[src/rtl/pwm_pkg.sv]
`timescale 1ns/1ps
package pwm_pkg;
  localparam int NUM_GEN = 2;
  localparam int DUTY_W  = 8;
  localparam int FRAC_W  = 2;            // two fractional bits make the 51.2 ratio exact
  localparam int ACC_W   = DUTY_W + FRAC_W;
  localparam int STEP_W  = 5;            // largest step is 20 quarter-ticks
  localparam logic [1:0] CODE_FULL = 2'b11;

  typedef struct packed {
    logic [NUM_GEN-1:0] loadDuty;
    logic [NUM_GEN-1:0] loadCfg;
    logic               loadEnable;
    logic               loadSelect;
  } wrStrobe_t;

  function automatic logic [STEP_W-1:0] stepFor(input logic [1:0] code, input logic range);
    logic [STEP_W-1:0] s;
    if (!range)             s = STEP_W'(1) << code;
    else if (code == 2'b10) s = STEP_W'(20);
    else                    s = STEP_W'(8) << code;
    return s;
  endfunction
endpackage

[src/rtl/pwm_ctrl.sv]
`timescale 1ns/1ps
module pwm_ctrl
  import pwm_pkg::*;
#(
  parameter int ADDR_W = 3
) (
  input  logic              clk,
  input  logic              rstN,
  input  logic              wrEn,
  input  logic [ADDR_W-1:0] wrAddr,
  output wrStrobe_t         strobe
);
  localparam int ENABLE_ADDR = 2 * NUM_GEN;
  localparam int SELECT_ADDR = 2 * NUM_GEN + 1;

  always_comb begin
    strobe = '0;
    for (int g = 0; g < NUM_GEN; g++) begin
      strobe.loadDuty[g] = wrEn && (wrAddr == ADDR_W'(2 * g));
      strobe.loadCfg[g]  = wrEn && (wrAddr == ADDR_W'(2 * g + 1));
    end
    strobe.loadEnable = wrEn && (wrAddr == ADDR_W'(ENABLE_ADDR));
    strobe.loadSelect = wrEn && (wrAddr == ADDR_W'(SELECT_ADDR));
  end

  // one register per write
  assert_single_strobe_R2: assert property (@(posedge clk) disable iff (!rstN)
    $onehot0({strobe.loadDuty, strobe.loadCfg, strobe.loadEnable, strobe.loadSelect}));
endmodule

[src/rtl/pwm_gen_core.sv]
`timescale 1ns/1ps
module pwm_gen_core
  import pwm_pkg::*;
#(
  parameter int DATA_W = 8
) (
  input  logic              clk,
  input  logic              rstN,
  input  logic              tickEn,
  input  logic              loadDuty,
  input  logic              loadCfg,
  input  logic [DATA_W-1:0] wrData,
  output logic              pwmHigh
);
  logic [DUTY_W-1:0] shadowDuty, activeDuty;
  logic [1:0]        shadowCode, activeCode;
  logic              shadowRange;
  logic [STEP_W-1:0] rateStep;
  logic [ACC_W-1:0]  phaseAcc;
  logic [ACC_W:0]    phaseSum;
  logic              wrap;

  assign phaseSum = {1'b0, phaseAcc} + (ACC_W + 1)'(rateStep);
  assign wrap     = tickEn && phaseSum[ACC_W];

  always_ff @(posedge clk) begin
    if (!rstN) begin
      shadowDuty  <= '0;
      activeDuty  <= '0;
      shadowCode  <= '0;
      activeCode  <= '0;
      shadowRange <= 1'b0;
      rateStep    <= STEP_W'(1);
      phaseAcc    <= '0;
    end else begin
      if (loadDuty) shadowDuty <= wrData[DUTY_W-1:0];
      if (loadCfg) begin
        shadowCode  <= wrData[1:0];
        shadowRange <= wrData[2];
      end
      if (tickEn) phaseAcc <= phaseSum[ACC_W-1:0];
      if (wrap) begin
        activeDuty <= shadowDuty;
        activeCode <= shadowCode;
        if (shadowCode != CODE_FULL) rateStep <= stepFor(shadowCode, shadowRange);
      end
    end
  end

  assign pwmHigh = (activeCode == CODE_FULL) || (phaseAcc[ACC_W-1:FRAC_W] < activeDuty);

  assert_duty_held_R3: assert property (@(posedge clk) disable iff (!rstN)
    !wrap |=> $stable(activeDuty));
  assert_duty_loaded_R3: assert property (@(posedge clk) disable iff (!rstN)
    wrap |=> activeDuty == $past(shadowDuty));
  assert_phase_frozen_R9: assert property (@(posedge clk) disable iff (!rstN)
    !tickEn |=> $stable(phaseAcc));
  assert_zero_low_R7: assert property (@(posedge clk) disable iff (!rstN)
    pwmHigh |-> (activeDuty != '0 || activeCode == CODE_FULL));
endmodule

[src/rtl/pwm_datapath.sv]
`timescale 1ns/1ps
module pwm_datapath
  import pwm_pkg::*;
#(
  parameter int NUM_CH = 8,
  parameter int DATA_W = 8
) (
  input  logic               clk,
  input  logic               rstN,
  input  logic               tickEn,
  input  wrStrobe_t          strobe,
  input  logic [DATA_W-1:0]  wrData,
  input  logic [NUM_CH-1:0]  directIn,
  output logic [NUM_GEN-1:0] pwmOut,
  output logic [NUM_CH-1:0]  chanOut
);
  logic [NUM_CH-1:0] chanEnable, chanSelect;

  for (genvar g = 0; g < NUM_GEN; g++) begin : g_gen
    pwm_gen_core #(.DATA_W(DATA_W)) core_i (
      .clk(clk), .rstN(rstN), .tickEn(tickEn),
      .loadDuty(strobe.loadDuty[g]), .loadCfg(strobe.loadCfg[g]),
      .wrData(wrData), .pwmHigh(pwmOut[g])
    );
  end

  always_ff @(posedge clk) begin
    if (!rstN) begin
      chanEnable <= '0;
      chanSelect <= '0;
    end else begin
      if (strobe.loadEnable) chanEnable <= wrData[NUM_CH-1:0];
      if (strobe.loadSelect) chanSelect <= wrData[NUM_CH-1:0];
    end
  end

  for (genvar c = 0; c < NUM_CH; c++) begin : g_chan
    assign chanOut[c] = chanEnable[c] ? pwmOut[chanSelect[c]] : directIn[c];
  end

  assert_enable_written_R10: assert property (@(posedge clk) disable iff (!rstN)
    strobe.loadEnable |=> chanEnable == $past(wrData[NUM_CH-1:0]));
endmodule

[src/rtl/pwm_dual_router.sv]
`timescale 1ns/1ps
module pwm_dual_router
  import pwm_pkg::*;
#(
  parameter int NUM_CH = 8,
  parameter int ADDR_W = 3,
  parameter int DATA_W = 8
) (
  input  logic              clk,
  input  logic              rstN,
  input  logic              tickEn,
  input  logic              wrEn,
  input  logic [ADDR_W-1:0] wrAddr,
  input  logic [DATA_W-1:0] wrData,
  input  logic [NUM_CH-1:0] directIn,
  output logic [1:0]        pwmOut,
  output logic [NUM_CH-1:0] chanOut
);
  wrStrobe_t strobe;

  pwm_ctrl #(.ADDR_W(ADDR_W)) ctrl_i (
    .clk(clk), .rstN(rstN), .wrEn(wrEn), .wrAddr(wrAddr), .strobe(strobe)
  );

  pwm_datapath #(.NUM_CH(NUM_CH), .DATA_W(DATA_W)) dp_i (
    .clk(clk), .rstN(rstN), .tickEn(tickEn), .strobe(strobe), .wrData(wrData),
    .directIn(directIn), .pwmOut(pwmOut), .chanOut(chanOut)
  );
endmodule

[config.mk]
export PLATFORM = sky130hd
export DESIGN_NAME = pwm_dual_router
export DESIGN_NICKNAME = d
export VERILOG_FILES = /design/src/rtl/pwm_pkg.sv /design/src/rtl/pwm_ctrl.sv /design/src/rtl/pwm_gen_core.sv /design/src/rtl/pwm_datapath.sv /design/src/rtl/pwm_dual_router.sv
export SDC_FILE = /design/constraint.sdc
export NUM_CORES = 1
export LEC_CHECK = 0
export ABC_CLOCK_PERIOD_IN_PS = 2000
export BUFFER_PORTS_ARGS = -buffer_cell sky130_fd_sc_hd__buf_2
export CAP_MARGIN = 20
export CORE_MARGIN = 8
export CORE_UTILIZATION = 50
export DETAILED_ROUTE_END_ITERATION = 6
export GPL_TIMING_DRIVEN = 1
export PLACE_DENSITY = 0.75
export SYNTH_ARGS = -nofsm -noshare
export SYNTH_HDL_FRONTEND = slang
export SYNTH_SLANG_ARGS = --single-unit
[constraint.sdc]
create_clock -name clk -period 2 [get_ports clk]
set_input_delay 0.4 -clock clk [delete_from_list [all_inputs] [get_ports clk]]
set_output_delay 0.4 -clock clk [all_outputs]
set_load 0.02 [all_outputs]
==> reports/results.txt <==
H-tree levels -> 3
synth-to-layout area growth -> 25.7%
WL final -> 10.3 mm
DR vias -> 3,660
Final #Nets -> 626
clock skew -> 0.0177 ns
crit-path most repeated cell -> a211oi_2
total global-route track usage -> 15.8%
vias per inst -> 5.38
Pleak -> 2.11 nW
worst setup margin -> -0.562 ns
type of destination of the critical path -> output port
worst path required time -> 1.60 ns
post-synthesis average cell area -> 9.02 µm²
Worst R2R Start -> dp_i.g_gen[0].core_i.rateStep[0]
Mapped Cells -> 499
die area -> 0.0123 mm²
final hold vios -> 0
Yosys warnings -> 0
VDD IR max -> 0.000508 V
Sequential Power Share -> 53.8%
CTS tree -> done
Gate power share -> 8.0%
crit path max fanout -> 5
Synth top area share -> 39.1%
Hold Crit Depth -> 3
hpwl dp -> 6.67 mm
DRT Pass-1 Iters -> 4
Post-Syn Area -> 0.00450 mm²
Root Buffer Master -> clkbuf_8
RePlAce Congestion -> 0.826
Worst path top cell family by delay -> compound AO/OA/AOI/OAI gates
post-synth cell types -> 38
Internal -> 2.49 mW
Max-slew headroom -> 58.7%
leading cell type in the layout, fill and taps excluded -> dfxtp_1
CTS Buf Count -> 9
Buffers & Inverters on Critical Path -> 3
hold_ws -> 0.343 ns
FF-to-FF path depth -> 8
fin crit share -> 128%
Final Max Slew Viols -> 0
total grt overflow -> 0
Synth area leader -> dfxtp_1
Reg clk slew, reported paths -> 0.09 ns
Residual DRC -> 0
n_diodes -> 0
hold endpoint -> dp_i.chanSelect[7]
r2r endpoint -> dp_i.g_gen[0].core_i.rateStep[0]
Die Width -> 111 µm
worst-path cell chain -> inv_1 > ha_2 > a211oi_2 > o21ai_1 > a211oi_2 > buf_4 > mux2i_1 > a21oi_2 > buf_6
post-synthesis sequential area ratio -> 39.1%
Most used DFF post-synth -> dfxtp_1
Clock Latency Late Sink -> 0.36 ns
PwrDens -> 589 mW/mm²
FMAX -> 390 MHz
Critical Path Max Stage Delay -> 0.35 ns
hold_sp -> wrData[7]
clock sink count -> 88
Slew @ Worst Pin -> 0.615 ns
syn nets -> 558
status -> finished with violations
hold_buf cts -> 0
DP Worst Slack -> -0.241 ns
Core Area -> 0.00872 mm²
Avg WL per Cell -> 15.1 µm
number of max-cap violations -> 0
total net switching power -> 0.848 mW
cell row count -> 34
Initial Util -> 51.6%
CP arrival -> 2.16 ns
final setup vio count -> 12
crit path max-delay cell type -> dfxtp_2
failing checks -> setup timing
Hold WC Path Type -> input pin to register
largest cells by area after synthesis -> dfxtp_1, mux2i_1, ha_1
initial DRC count -> 153
vias in the first global route -> 3,644
I/O pins -> 33
asr flop ratio synth -> 0%
share of cells above drive strength 1 -> 30.6%
IO Port Bufs -> 32
clock buffer depth -> 2
crit path kind -> register to output port
commonest non-fill, non-tap cells in the layout -> dfxtp_1, nand2_1, buf_4
Post-DRT Antenna Nets -> 0
RSZ-0062 raised after global routing -> yes
largest net degree at the start of global routing -> 66
Die Ht -> 111 µm
register bit total from synthesis -> 88
first-pass GRT wire length -> 16.6 mm
sw frac -> 25.4%
Clk pwr share -> 38.2%
internal reg-to-reg setup slack -> -0.03 ns
Worst setup SP type -> register
Post-synth EDFFs -> 0
Final min period -> 2.56 ns
initial antenna violation count -> 0
## power by group through the flow
stage | registers [mW] | logic [mW] | clock network [mW]
2_1_floorplan | 1.83 | 0.155 | 0
3_3_place_gp | 1.83 | 0.229 | 0
3_5_place_dp | 1.84 | 0.238 | 0
4_1_cts | 1.80 | 0.251 | 1.29
5_1_grt | 1.80 | 0.291 | 1.37
6_report | 1.80 | 0.266 | 1.27
## cell families (layout without fill, tap and decap cells)
logic type               after synthesis  count (layout)  synth area share, %
AO/OA/AOI/OAI                         96              96                 14.5
XOR/XNOR                              14              14                 2.72
adder cells (fa/ha/maj)               36              36                 10.3
buffers and inverters                 48             121                 4.34
flip-flops                            88              88                 39.1
multiplexers                          46              46                 10.2
AND/OR/NAND/NOR                      171             171                 18.7
## sequential cells by signal, summed over array words and instances, names as in the netlist
register / cells
dp_i.g_gen.core_i.shadowRange: 2
dp_i.g_gen.core_i.activeDuty: 16
dp_i.g_gen.core_i.shadowCode: 4
dp_i.g_gen.core_i.shadowDuty: 16
dp_i.chanEnable: 8
dp_i.chanSelect: 8
dp_i.g_gen.core_i.activeCode: 4
dp_i.g_gen.core_i.rateStep: 10
dp_i.g_gen.core_i.phaseAcc: 20
## metrics by stage
step | power [mW] | cell area, µm² | cells | util, % | TNS (ns)
detailed placement | 2.07 | 4970 | 647 | 57.0 | -2.15
global placement | 2.06 | 4970 | 647 | 57.0 | -0.926
CTS | 3.34 | 5390 | 672 | 61.8 | -4.91
floorplan | 1.99 | 4540 | 499 | - | -1.11
finish | 3.34 | 5660 | 680 | 64.9 | -5.11
global route | 3.46 | 5660 | 680 | 64.9 | -6.86
## area by class of cell
class                   count  area, µm²
clock inverters             7       78.8
well taps                 108        135
multi-input cells         363       2810
clock buffers               9        124
inverters                  24       90.1
flip-flops and latches     88       1790
fillers                   635       3060
repair buffers             81        636
## layer usage
layer	GRT usage (%)	up-vias	part of all wire [%]	wire [µm]
met5	0	-	0	0
met4	5.95	0	2.1	213
met3	4.06	23	4.0	413
met2	26.2	69	48	4930
met1	19.0	1720	46	4730
li1	-	1848	-	-
## worst register-to-register path: stages (launching register included)
cell and delay (ns):
dfxtp_2 0.36, ha_4 0.14, inv_2 0.03, fa_2 0.35, nor2b_2 0.15, o31a_1 0.20, o2111ai_4 0.16, or4b_1 0.49
nand3_1 0.09
## worst max-delay path by stage
stage | from | to | slack [ns] | cells after the start
floorplan | dp_i.g_gen[1].core_i.activeDuty[2] | chanOut[0] | -0.14 | 7
global placement | dp_i.g_gen[1].core_i.activeDuty[2] | chanOut[2] | -0.12 | 9
detailed placement | dp_i.g_gen[0].core_i.activeDuty[2] | chanOut[2] | -0.24 | 9
CTS | dp_i.g_gen[0].core_i.phaseAcc[5] | chanOut[2] | -0.54 | 8
global route | dp_i.g_gen[1].core_i.phaseAcc[5] | chanOut[6] | -0.69 | 8
finish | dp_i.g_gen[0].core_i.activeDuty[1] | chanOut[0] | -0.56 | 9
## synth_stat cells, types with 3 or more instances
cell,count
dfxtp_1,88
nand2_1,69
mux2i_1,46
ha_1,34
nor2b_1,34
o21ai_0,32
nand3_1,26
inv_1,24
a21oi_1,18
clkbuf_1,18
a21boi_0,15
nor2_1,15
xnor2_1,14
and2_1,10
a211oi_1,8
o211ai_1,8
buf_2,3
buf_4,3
## repair_timing
item	4_1_cts	5_1_grt
resized for setup	49	60
pin swaps	12	8
cloned	2	2
setup endpoints to repair	32	37
buffers inserted	7	8
Power figures use the tool's default switching activity.
